## config.mk

```make
export PLATFORM = sky130hd
export DESIGN_NAME = pic_ctrl
export DESIGN_NICKNAME = d
export VERILOG_FILES = /design/src/rtl/pic_pkg.sv /design/src/rtl/pic_cfg.sv /design/src/rtl/pic_arb.sv /design/src/rtl/pic_ctrl.sv
export SDC_FILE = /design/constraint.sdc
export NUM_CORES = 1
export LEC_CHECK = 0
export BUFFER_PORTS_ARGS = -buffer_cell sky130_fd_sc_hd__buf_2
export CAP_MARGIN = 15
export CELL_PAD_IN_SITES_DETAIL_PLACEMENT = 1
export CELL_PAD_IN_SITES_GLOBAL_PLACEMENT = 2
export CORE_MARGIN = 8
export CORE_UTILIZATION = 34
export DETAILED_ROUTE_END_ITERATION = 6
export HOLD_SLACK_MARGIN = 0.06
export PLACE_DENSITY_LB_ADDON = 0.08
export SLEW_MARGIN = 20
export SYNTH_ARGS = -nofsm -noshare
export SYNTH_HDL_FRONTEND = slang
export SYNTH_SLANG_ARGS = --single-unit
```

## constraint.sdc

```tcl
create_clock -name clk -period 3.3 [get_ports clk]
set_input_delay 0.165 -clock clk [delete_from_list [all_inputs] [get_ports clk]]
set_output_delay 0.165 -clock clk [all_outputs]
set_load 0.005 [all_outputs]
```

## src/rtl/pic_pkg.sv

```systemverilog
package pic_pkg;

    localparam int unsigned LINES  = 8;
    localparam int unsigned IDX_W  = $clog2(LINES);
    localparam int unsigned DW     = 8;
    localparam int unsigned BASE_W = DW - IDX_W;

    typedef enum logic [2:0] {
        ST_IDLE,
        ST_W2,
        ST_W3,
        ST_W4,
        ST_RUN
    } seq_t;

    typedef struct packed {
        logic [BASE_W-1:0] base;
        logic [LINES-1:0]  slaves;
        logic [IDX_W-1:0]  my_id;
        logic              single;
        logic              want_w4;
        logic              aeoi;
    } cfg_t;

    typedef struct packed {
        logic             vld;
        logic [IDX_W-1:0] idx;
    } pick_t;

    // Lowest set index wins (line 0 is the highest priority).
    function automatic pick_t pick_first(input logic [LINES-1:0] v);
        pick_t r;
        r = '0;
        for (int i = LINES - 1; i >= 0; i--) begin
            if (v[i]) begin
                r.vld = 1'b1;
                r.idx = IDX_W'(i);
            end
        end
        return r;
    endfunction

endpackage

```

## src/rtl/pic_cfg.sv

```systemverilog
module pic_cfg
    import pic_pkg::*;
(
    input  logic             clk,
    input  logic             rst,
    input  logic             wr_en,
    input  logic             addr,
    input  logic [DW-1:0]    wdata,
    output cfg_t             cfg,
    output logic [LINES-1:0] mask,
    output logic             run,
    output logic             show_isr,
    output logic             start,
    output logic             eoi_spec,
    output logic             eoi_ns,
    output logic [IDX_W-1:0] eoi_idx
);

    seq_t st;
    logic cmd_wr, dat_wr, ocw_wr;

    assign cmd_wr   = wr_en && !addr;
    assign dat_wr   = wr_en && addr;
    assign start    = cmd_wr && wdata[4];
    assign ocw_wr   = cmd_wr && !wdata[4] && run;
    assign run      = (st == ST_RUN);
    assign eoi_spec = ocw_wr && !wdata[3] && (wdata[7:5] == 3'b011);
    assign eoi_ns   = ocw_wr && !wdata[3] && (wdata[7:5] == 3'b001);
    assign eoi_idx  = wdata[IDX_W-1:0];

    always_ff @(posedge clk) begin
        if (rst) begin
            st       <= ST_IDLE;
            cfg      <= '0;
            mask     <= '0;
            show_isr <= 1'b0;
        end else if (start) begin
            st          <= ST_W2;
            cfg.single  <= wdata[1];
            cfg.want_w4 <= wdata[0];
            cfg.aeoi    <= 1'b0;
            mask        <= '0;
            show_isr    <= 1'b0;
        end else if (cmd_wr && !wdata[4] && wdata[3] && wdata[1]) begin
            show_isr <= wdata[0];
        end else if (dat_wr) begin
            case (st)
                ST_W2: begin
                    cfg.base <= wdata[DW-1:IDX_W];
                    if (!cfg.single)     st <= ST_W3;
                    else if (cfg.want_w4) st <= ST_W4;
                    else                  st <= ST_RUN;
                end
                ST_W3: begin
                    cfg.slaves <= wdata[LINES-1:0];
                    cfg.my_id  <= wdata[IDX_W-1:0];
                    st         <= cfg.want_w4 ? ST_W4 : ST_RUN;
                end
                ST_W4: begin
                    cfg.aeoi <= wdata[1];
                    st       <= ST_RUN;
                end
                ST_RUN:  mask <= wdata[LINES-1:0];
                default: ;
            endcase
        end
    end

    p_seq_w3_r2: assert property (@(posedge clk) disable iff (rst)
        (dat_wr && !start && st == ST_W2 && !cfg.single) |=> (st == ST_W3));

    p_mask_load_r4: assert property (@(posedge clk) disable iff (rst)
        (dat_wr && !start && st == ST_RUN) |=> (mask == $past(wdata[LINES-1:0])));

    p_idle_holds_r1: assert property (@(posedge clk) disable iff (rst)
        (st == ST_IDLE && !start) |=> (st == ST_IDLE && mask == '0));

endmodule

```

## src/rtl/pic_arb.sv

```systemverilog
module pic_arb
    import pic_pkg::*;
(
    input  logic              clk,
    input  logic              rst,
    input  logic              run,
    input  logic              aeoi,
    input  logic              clr_all,
    input  logic [LINES-1:0]  irq_in,
    input  logic [LINES-1:0]  mask,
    input  logic              eoi_spec,
    input  logic [IDX_W-1:0]  eoi_idx,
    input  logic              eoi_ns,
    input  logic              ack,
    input  logic              no_vec,
    input  logic [BASE_W-1:0] base,
    output logic [LINES-1:0]  irr,
    output logic [LINES-1:0]  isr,
    output pick_t             grant,
    output logic              int_req,
    output logic [DW-1:0]     vec,
    output logic              vec_valid
);

    logic [LINES-1:0] irq_q, irr_n, isr_n;
    pick_t            req_top, isr_top;
    logic             ack_ok;

    always_comb begin
        req_top = pick_first(irr & ~mask);
        isr_top = pick_first(isr);
        grant   = req_top;
        if (isr_top.vld && req_top.idx >= isr_top.idx)
            grant.vld = 1'b0;
    end

    assign int_req = run && grant.vld;
    assign ack_ok  = ack && run;

    always_comb begin
        irr_n = (irr | (irq_in & ~irq_q)) & irq_in;
        isr_n = isr;
        if (eoi_spec)
            isr_n[eoi_idx] = 1'b0;
        if (eoi_ns && isr_top.vld)
            isr_n[isr_top.idx] = 1'b0;
        if (ack_ok && grant.vld) begin
            irr_n[grant.idx] = 1'b0;
            if (!aeoi)
                isr_n[grant.idx] = 1'b1;
        end
        if (clr_all) begin
            irr_n = '0;
            isr_n = '0;
        end
    end

    always_ff @(posedge clk) begin
        if (rst) begin
            irq_q     <= '0;
            irr       <= '0;
            isr       <= '0;
            vec       <= '0;
            vec_valid <= 1'b0;
        end else begin
            irq_q     <= irq_in;
            irr       <= irr_n;
            isr       <= isr_n;
            vec_valid <= ack_ok && !(grant.vld && no_vec);
            vec       <= grant.vld ? {base, grant.idx} : {base, IDX_W'(LINES - 1)};
        end
    end

    p_vec_after_ack_r6: assert property (@(posedge clk) disable iff (rst)
        vec_valid |-> $past(ack_ok));

    p_isr_set_r6: assert property (@(posedge clk) disable iff (rst)
        (ack_ok && grant.vld && !aeoi && !clr_all) |=> isr[$past(grant.idx)]);

    p_aeoi_keep_r7: assert property (@(posedge clk) disable iff (rst)
        (ack_ok && aeoi && !eoi_spec && !eoi_ns && !clr_all) |=> $stable(isr));

    p_spur_keep_r10: assert property (@(posedge clk) disable iff (rst)
        (ack_ok && !grant.vld && !eoi_spec && !eoi_ns && !clr_all) |=> $stable(isr));

endmodule

```

## src/rtl/pic_ctrl.sv

```systemverilog
module pic_ctrl
    import pic_pkg::*;
#(
    parameter bit IS_SLAVE = 1'b0
) (
    input  logic             clk,
    input  logic             rst,
    input  logic             bus_wr,
    input  logic             bus_addr,
    input  logic [DW-1:0]    bus_wdata,
    output logic [DW-1:0]    bus_rdata,
    input  logic [LINES-1:0] irq_in,
    output logic             int_out,
    input  logic             ack_in,
    input  logic [IDX_W-1:0] cas_in,
    output logic [IDX_W-1:0] cas_out,
    output logic             cas_oe,
    output logic [DW-1:0]    vec_out,
    output logic             vec_valid
);

    cfg_t             cfg;
    logic [LINES-1:0] mask, irr, isr;
    logic             run, show_isr, start, eoi_spec, eoi_ns;
    logic [IDX_W-1:0] eoi_idx;
    pick_t            grant;
    logic             ack_sel, to_slave;

    pic_cfg u_cfg (
        .clk      (clk),
        .rst      (rst),
        .wr_en    (bus_wr),
        .addr     (bus_addr),
        .wdata    (bus_wdata),
        .cfg      (cfg),
        .mask     (mask),
        .run      (run),
        .show_isr (show_isr),
        .start    (start),
        .eoi_spec (eoi_spec),
        .eoi_ns   (eoi_ns),
        .eoi_idx  (eoi_idx)
    );

    // A slave answers only when the cascade bus names it.
    assign ack_sel  = ack_in && (!IS_SLAVE || cfg.single || (cas_in == cfg.my_id));
    assign to_slave = !IS_SLAVE && !cfg.single && grant.vld && cfg.slaves[grant.idx];

    pic_arb u_arb (
        .clk       (clk),
        .rst       (rst),
        .run       (run),
        .aeoi      (cfg.aeoi),
        .clr_all   (start),
        .irq_in    (irq_in),
        .mask      (mask),
        .eoi_spec  (eoi_spec),
        .eoi_idx   (eoi_idx),
        .eoi_ns    (eoi_ns),
        .ack       (ack_sel),
        .no_vec    (to_slave),
        .base      (cfg.base),
        .irr       (irr),
        .isr       (isr),
        .grant     (grant),
        .int_req   (int_out),
        .vec       (vec_out),
        .vec_valid (vec_valid)
    );

    generate
        if (IS_SLAVE) begin : g_slave
            assign cas_out = '0;
            assign cas_oe  = 1'b0;
        end else begin : g_master
            assign cas_out = grant.idx;
            assign cas_oe  = ack_in && run && to_slave;
        end
    endgenerate

    assign bus_rdata = bus_addr ? DW'(mask) : (show_isr ? DW'(isr) : DW'(irr));

    p_cas_novec_r12: assert property (@(posedge clk) disable iff (rst)
        cas_oe |=> !vec_valid);

endmodule

```

==> results_dict.tcl, run 1 <==
set metrics [dict create \
    area_delta_synth_final_pct 17.6 \
    final_max_slew_viol_count 0 \
    maxCapViolations 0 \
    cts_buffers 9 \
    p_int_mw 1.12 \
    fill_cells 1065 \
    routed_wirelength_um 9690 \
    start_util 0.351 \
    cp-end-kind "primary output" \
    worstPathRequired_ns 3.13 \
    ant_nets 0 \
    async_flop_share 0 \
    p_leak_nw 1.39 \
    h-tree-depth 3 \
    status "finished, final reports clean" \
    drive_gt1_frac 0.217 \
    hpwl_um 7180 \
    netlist_area_sq_um 3070 \
    p_comb_frac 0.136 \
    clock_skew_ns 0.0101 \
    fmax_mhz 323 \
    max_slew_margin 0.411 \
    cts.sinks 61 \
    grt_pass1_wl_um 15400 \
    crit_type "reg -> out" \
    fin_area_sq_um 3610 \
    start_kind "register" \
    ys_types 57 \
    p_switching_uw 491 \
    rows 34 \
    hold_viol 0 \
    core_area_sq_um 8760 \
    final_util 0.412 \
    ctsLongestPathBuffers 2 \
    power_density_nw_per_um2 446 \
    setup_violations 0 \
    fin_tns_setup_ns 0 \
    ys_ff_latch 61 \
    fp.dieH_um 111 \
    dieArea_sq_um 12300 \
    min_period_ns 3.09 \
    drt_iter0_drc 77 \
    cts_tree "done" \
    wl_per_cell_um 18.9 \
    avgSynthCellArea_sq_um 8.73 \
    post_dp_cell_area_sq_um 3340 \
    ys_warn_count 0 \
    clkLatencyLatePin_ns 0.35 \
    grt-ovfl-total 0 \
    multi_input_area_sq_um 1710 \
    antenna_found_initial 0 \
    syn-instance-count 352 \
    p_total_mw 1.61 \
    fp.dieW_um 111 \
    hold_path.class "in -> reg" \
    synth-edff-count 0 \
    worstPathArrival_ns 2.93 \
    grt_start_max_net_pins 35 \
    synth_ff_type "dfxtp_1" \
    syn-num-nets 378 \
    drt_first_pass_iters 4 \
    peakVddDrop_v 0.000218 \
    clkPwrFrac 0.388 \
    num_io_pins 46 \
    ys_seq_area_frac 0.398 \
    via_per_inst 5.30 \
    clk_pin_slew_ns 0.08 \
    drc 0 \
    power_frac_seq 0.476 \
    crit_fanout 5 \
    via_count 2721 \
    grt_usage 0.158 \
    n_antenna_cell 0 \
    switching_share 0.305 \
    cts_setup_buffers 0 \
    fin_hold_ws_ns 0.0951 \
    timing.final.crit_share 0.937 \
    fin_nets 426 \
    numPortBuffers 42 \
    rsz0062_at_grt "false" \
    place_congestion 0.806 \
    tightest_slew_ns 0.883 \
    final-seq-area_sq_um 1220 \
    cts_root_buffer "clkbuf_8" \
    grt_pass1_vias 2781 \
]
==> Yosys cell counts (9+ instances only) <==
cell,n,area [sq um]
nor2b_1,19,119
nor2_1,35,131
nor3_1,9,45.0
clkbuf_1,10,37.5
inv_1,12,45.0
nand2b_1,19,119
a21oi_1,18,90.1
o21ai_0,21,105
nand3_1,14,70.1
dfxtp_1,61,1220
mux2i_1,32,320
nand2_1,21,78.8
==> power by group through the flow <==
stage               Clock [mW]  Combinational (mW)  Sequential (mW)
floorplan                    0               0.139            0.779
global placement             0               0.210            0.784
detailed placement           0               0.211            0.785
CTS                      0.648               0.220            0.767
global route             0.687               0.238            0.770
finish                   0.624               0.220            0.767
==> metrics by stage <==
step,instances,worst slack (ns)
4_1_cts,513,0.0730
3_3_place_gp,489,0.506
2_1_floorplan,352,0.857
3_5_place_dp,489,0.469
6_report,513,0.208
5_1_grt,513,0.0845
==> area by class of cell <==
| type | count | area share |
|---|---|---|
| multi-input combinational | 262 | 0.474 |
| sequential | 61 | 0.338 |
| timing repair buffer | 54 | 0.0886 |
| tap | 108 | 0.0374 |
| clock buffer | 9 | 0.0343 |
| clock inverter | 7 | 0.0156 |
| inverter | 12 | 0.0125 |
==> state kept, by name (all words and copies together) (netlist names) <==
name             cells
u_cfg.cfg           16
u_cfg.show_isr       1
u_cfg.mask           8
u_arb.vec_valid      1
u_arb.irr            8
u_arb.irq_q          8
u_cfg.st             3
u_arb.isr            8
u_arb.vec            8
==> logic make-up (layout without fill, tap and decap cells) <==
group,after synthesis,after routing,share of synthesized area
buffers and inverters,29,82,0.0489
flip-flops,61,61,0.398
AO/OA/AOI/OAI,72,72,0.149
adder cells (fa/ha/maj),2,2,0.00815
AND/OR/NAND/NOR,156,156,0.292
multiplexers,32,32,0.104
==> placed cells by master, fill, tap and decap left out, types with 2 or more instances in the layout <==
cell type,instances
and2b_1,4
buf_2,42
nand3_1,14
inv_6,3
a21oi_1,18
and2_2,2
nand4_1,4
and3_2,2
mux2i_1,32
clkbuf_8,9
nand2_1,21
ha_1,2
o22ai_1,2
a31oi_1,5
clkinv_4,2
a211oi_1,5
nor3b_1,2
nand2b_1,19
buf_4,4
and3_1,3
or4_1,2
nor3_1,9
dfxtp_1,61
a32oi_1,2
nor3b_2,2
o21ai_0,20
o2111ai_1,2
inv_1,12
nor2_2,3
dlygate4sd3_1,8
nor2_1,35
o31ai_1,2
nand4b_1,2
o21ai_1,5
a2111oi_0,2
nor2b_1,19
==> path summary, 6_finish.rpt <==
path | startpoint | end | slack [ns] | depth (start not counted)
worst min-delay path | bus_wdata[5] | u_cfg.cfg[16] | 0.1 | 3
worst max register to register | u_arb.isr[6] | u_arb.irr[2] | 0.64 | 11
worst min register to register | u_cfg.cfg[14] | u_arb.vec[3] | 0.47 | 1
worst max-delay path | u_arb.isr[6] | int_out | 0.21 | 12
==> per-layer routing <==
metal  vias to the layer above  wire (um)  global-route usage
met5                         -          0                   0
met4                         0        107              0.0507
met3                        10        297              0.0373
met2                        36       4420               0.246
met1                      1336       4860               0.208
li1                       1339          -                   -
==> timing repair <==
item	4_1_cts	5_1_grt
setup endpoints to repair	0	2
hold buffers	8	0
gates resized for setup	0	3
hold endpoints to repair	14	0
==> critical path, stage by stage (launching register included) <==
cell      delay, ns
dfxtp_1        0.45
nand2b_1       0.14
a21oi_1        0.07
o21ba_2        0.20
o21ai_1        0.21
inv_1          0.12
ha_1           0.30
nor3b_2        0.22
a21oi_1        0.12
o21a_4         0.27
nor2_4         0.20
and2_2         0.18
buf_2          0.11
(Power assumes the default switching activity.)
==> run 2, diff against run 1 <==
MAX_ROUTING_LAYER = met4   (was unset)
==> results_dict.tcl, run 2 (same netlist as run 1, synthesis figures left out) <==
set metrics [dict create \
    crit_start "u_arb.isr[6]" \
    reg2regPathDepth 11 \
    hold_path.class "in -> reg" \
    crit_end "int_out" \
    p_int_mw 1.12 \
    antenna_found_initial 0 \
    fin_ws_ns 0.226 \
    via_count 2718 \
    cp_slowest_cell "dfxtp_1" \
    setup_violations 0 \
    crit_fanout 5 \
    min_period_ns 3.07 \
    clkPwrFrac 0.389 \
    num_io_pins 46 \
    cts.sinks 61 \
    cpMostUsedCell "a21oi_1" \
    ant_nets 0 \
    routed_wirelength_um 9720 \
    fin_tns_setup_ns 0 \
    layout_common_cells "dfxtp_1, buf_2, nor2_1" \
    ff2ff_setup_slack_ns 0.67 \
    regMostFlops "u_cfg.cfg" \
    cts_buffers 9 \
    clkLatencyLatePin_ns 0.35 \
    n_antenna_cell 0 \
    fmax_mhz 325 \
    power_density_nw_per_um2 447 \
    drive_gt1_frac 0.217 \
    grt_usage 0.162 \
    worstPathRequired_ns 3.13 \
    fp.dieW_um 111 \
    cts_root_buffer "clkbuf_8" \
    switching_share 0.306 \
    grt_pass1_wl_um 15400 \
    hpwl_um 7180 \
    drt_iter0_drc 81 \
    status "finished, final reports clean" \
    preCtsSetupSlack_ns 0.469 \
    fp.dieH_um 111 \
    drc 0 \
    rows 34 \
    peakVddDrop_v 0.000219 \
    power_frac_seq 0.475 \
    wl_per_cell_um 18.9 \
    mostFrequentLayoutCell "dfxtp_1" \
    tightest_slew_ns 0.895 \
    max_slew_margin 0.404 \
    cts_tree "done" \
    grt_pass1_vias 2771 \
    worstPathArrival_ns 2.91 \
    fin_hold_ws_ns 0.0947 \
    dieArea_sq_um 12300 \
    h-tree-depth 3 \
    hold_viol 0 \
    p_leak_nw 1.39 \
    grt_start_max_net_pins 35 \
    clk_pin_slew_ns 0.08 \
    timing.rr.start "u_arb.isr[6]" \
    maxCapViolations 0 \
    rsz0062_at_grt "false" \
    cp_slowest_stage_delay_ns 0.45 \
    grt-ovfl-total 0 \
    fin_nets 426 \
    drt_first_pass_iters 4 \
    start_util 0.351 \
    p_switching_uw 494 \
    worstPathCellList "nand2b_1, a21oi_1, o21ba_2, o21ai_1, inv_1, ha_1, nor3b_2, a21oi_1, o21a_4, nor2_4, and2_2, buf_2" \
    clock_skew_ns 0.00995 \
    rr_endpoint "u_arb.irr[2]" \
    ctsLongestPathBuffers 2 \
    p_total_mw 1.61 \
    timing.final.crit_share 0.931 \
    area_delta_synth_final_pct 17.6 \
    crit_type "reg -> out" \
    via_per_inst 5.30 \
    final_max_slew_viol_count 0 \
    p_comb_frac 0.136 \
    place_congestion 0.818 \
    largest_reg_flops 16 \
    start_kind "register" \
    cp-end-kind "primary output" \
    numPortBuffers 42 \
    core_area_sq_um 8760 \
]
run 2: final cells by class:
cell class	instances	area (sq um)
Clock buffer	9	124
Clock inverter	7	56.3
Fill cell	1065	5150
Inverter	12	45.0
Multi-Input combinational cell	262	1710
Sequential cell	61	1220
Tap cell	108	135
Timing Repair Buffer	54	320
run 2: worst max-delay path, delay by kind of cell (launching register included):
| kind | cells | cell delay (ns) |
|---|---|---|
| AND/OR/NAND/NOR | 4 | 0.73 |
| adder cells (fa/ha/maj) | 1 | 0.30 |
| AO/OA/AOI/OAI | 5 | 0.86 |
| buffers and inverters | 2 | 0.22 |
| flip-flops | 1 | 0.45 |
run 2: what timing repair did:
| item | in CTS | in global routing |
|---|---|---|
| endpoints found under the setup margin | 0 | 2 |
| hold buffers | 8 | 0 |
| resized for setup | 0 | 3 |
| buffers inserted | 0 | 0 |
| endpoints found under the hold margin | 14 | 0 |
run 2: power by group through the flow:
stage | sequential (mW) | combinational [mW] | clock (mW)
CTS | 0.767 | 0.220 | 0.648
finish | 0.767 | 0.219 | 0.627
global route | 0.770 | 0.238 | 0.690
floorplan | 0.779 | 0.139 | 0
detailed placement | 0.785 | 0.211 | 0
global placement | 0.784 | 0.210 | 0
run 2: worst min-delay path by stage:
stage | start | to | slack, ns | cells after the start
floorplan | irq_in[0] | u_arb.irq_q[0] | 0.29 | 1
global placement | irq_in[0] | u_arb.irq_q[0] | 0.39 | 2
detailed placement | irq_in[5] | u_arb.irq_q[5] | 0.40 | 2
CTS | bus_wdata[5] | u_cfg.cfg[16] | 0.08 | 3
global route | bus_wdata[5] | u_cfg.cfg[16] | 0.09 | 3
finish | bus_wdata[5] | u_cfg.cfg[16] | 0.09 | 3
run 2: metal layers:
layer | GRT usage | vias up | wire, um | part of all wire
met2 | 0.247 | 39 | 4430 | 0.46
met1 | 0.211 | 1328 | 4940 | 0.51
li1 | - | 1339 | - | -
met3 | 0.0335 | 12 | 229 | 0.024
met5 | - | - | 0 | 0
met4 | 0.0507 | 0 | 123 | 0.013
run 2: through the flow:
step / cell area (sq um) / instances / util
6_report: 3610 / 513 / 0.412
5_1_grt: 3610 / 513 / 0.412
4_1_cts: 3600 / 513 / 0.411
3_5_place_dp: 3340 / 489 / 0.381
3_3_place_gp: 3340 / 489 / 0.381
2_1_floorplan: 3070 / 352 / -
==> run 3, diff against run 2 <==
CORE_MARGIN = 1   (was 8)
==> results_dict.tcl, run 3 (same netlist as run 1, synthesis figures left out) <==
set metrics [dict create \
    setup_violations 0 \
    mostFrequentLayoutCell "dfxtp_1" \
    grt_pass1_vias 2754 \
    grt-ovfl-total 0 \
    cts_buffers 9 \
    peakVddDrop_v 0.000233 \
    critPathTopFamily "compound AO/OA/AOI/OAI gates" \
    numPortBuffers 42 \
    worstPathRequired_ns 3.13 \
    wl_per_cell_um 18.4 \
    drt_iter0_drc 89 \
    via_per_inst 5.39 \
    grt_usage 0.217 \
    worstPathArrival_ns 2.92 \
    hpwl_um 6890 \
    timing.final.crit_share 0.934 \
    fp.dieH_um 97.1 \
    maxCapViolations 0 \
    power_density_nw_per_um2 449 \
    layout_common_cells "dfxtp_1, buf_2, nor2_1" \
    cpMostUsedCell "a21oi_1" \
    path_buf_inv 2 \
    place_congestion 0.834 \
    antenna_found_initial 0 \
    start_kind "register" \
    final_max_slew_viol_count 0 \
    cts_tree "done" \
    cts.sinks 61 \
    cp_slowest_cell "dfxtp_1" \
    ctsLongestPathBuffers 2 \
    cp_slowest_stage_delay_ns 0.44 \
    n_antenna_cell 0 \
    num_io_pins 46 \
    clkLatencyLatePin_ns 0.36 \
    hold_path.class "in -> reg" \
    dieArea_sq_um 9420 \
    grt_pass1_wl_um 15200 \
    drt_first_pass_iters 4 \
    routed_wirelength_um 9460 \
    cts_root_buffer "clkbuf_8" \
    tightest_slew_ns 0.890 \
    largest_reg_flops 16 \
    clk_pin_slew_ns 0.08 \
    final_util 0.414 \
    via_count 2765 \
    worstPathCellList "nand2b_1, a21oi_1, o21ba_2, o21ai_1, inv_1, ha_1, nor3b_2, a21oi_1, o21a_4, nor2_4, and2_2, buf_2" \
    rows 34 \
    drc 0 \
    h-tree-depth 3 \
    start_util 0.352 \
    fmax_mhz 324 \
    status "finished, final reports clean" \
    clock_skew_ns 0.00972 \
    crit_type "reg -> out" \
    area_delta_synth_final_pct 17.7 \
    min_period_ns 3.08 \
    fin_nets 426 \
    ant_nets 0 \
    hold_viol 0 \
    drive_gt1_frac 0.217 \
    rsz0062_at_grt "false" \
    max_slew_margin 0.407 \
    cp-end-kind "primary output" \
    grt_start_max_net_pins 35 \
    core_area_sq_um 8720 \
    p_leak_nw 1.38 \
    regMostFlops "u_cfg.cfg" \
    fin_tns_setup_ns 0 \
    fp.dieW_um 97.1 \
    crit_fanout 5 \
]
-- run 3: changes by cell type in the layout (fill, tap and decap cells not counted) --
cell / change
clkinv_2: -1
clkinv_4: -1
clkinvlp_4: +2
-- run 3: path summary, 6_finish.rpt --
| path | from | end | slack (ns) | cells after the start |
|---|---|---|---|---|
| worst max register to register | u_arb.isr[6] | u_arb.irr[4] | 0.65 | 11 |
| worst min register to register | u_cfg.cfg[15] | u_arb.vec[4] | 0.46 | 1 |
| worst max-delay path | u_arb.isr[6] | int_out | 0.22 | 12 |
| worst min-delay path | bus_wdata[7] | u_cfg.mask[7] | 0.1 | 3 |
-- run 3: worst register-to-register path: stages, from the launching register on --
cell,delay (ns)
dfxtp_1,0.44
nand2b_1,0.14
a21oi_1,0.06
o21ba_2,0.20
o21ai_1,0.21
inv_1,0.13
ha_1,0.30
nor3b_2,0.22
a21oi_1,0.13
o21a_4,0.27
nor3_4,0.31
a21oi_1,0.12
-- run 3: cell type report --
| type | count | area [sq um] |
|---|---|---|
| clock buffers | 9 | 124 |
| clock inverters | 7 | 57.6 |
| fillers | 1057 | 5110 |
| inverters | 12 | 45.0 |
| multi-input cells | 262 | 1710 |
| flip-flops and latches | 61 | 1220 |
| well taps | 108 | 135 |
| repair buffers | 54 | 320 |
-- run 3: per-layer routing --
metal | part of all wire | global-route usage
met1 | 0.48 | 0.280
met2 | 0.48 | 0.343
met3 | 0.028 | 0.0410
met4 | 0.011 | 0.0654
met5 | 0 | -
-- run 3: repair_timing --
action,4_1_cts,5_1_grt
setup buffers,0,1
endpoints found under the setup margin,0,2
hold buffers,8,0
hold endpoints to repair,15,0
gates resized for setup,0,3
-- run 3: stage by stage --
step	hold WS, ns	cells	power, mW	setup slack [ns]	cell area, sq um
6_report	0.0974	513	1.62	0.216	3610
4_1_cts	0.0869	512	1.64	0.0493	3600
2_1_floorplan	0.293	352	0.918	0.857	3070
5_1_grt	0.107	513	1.70	0.0241	3610
3_3_place_gp	0.389	488	0.994	0.508	3330
3_5_place_dp	0.400	488	0.997	0.460	3330
-- run 3: where the power goes --
part	internal (mW)	switching, mW	leakage, nW	total, mW
Sequential	0.754	0.0127	0.496	0.767
Clock	0.281	0.354	0.0829	0.635
Combinational	0.0860	0.135	0.799	0.221
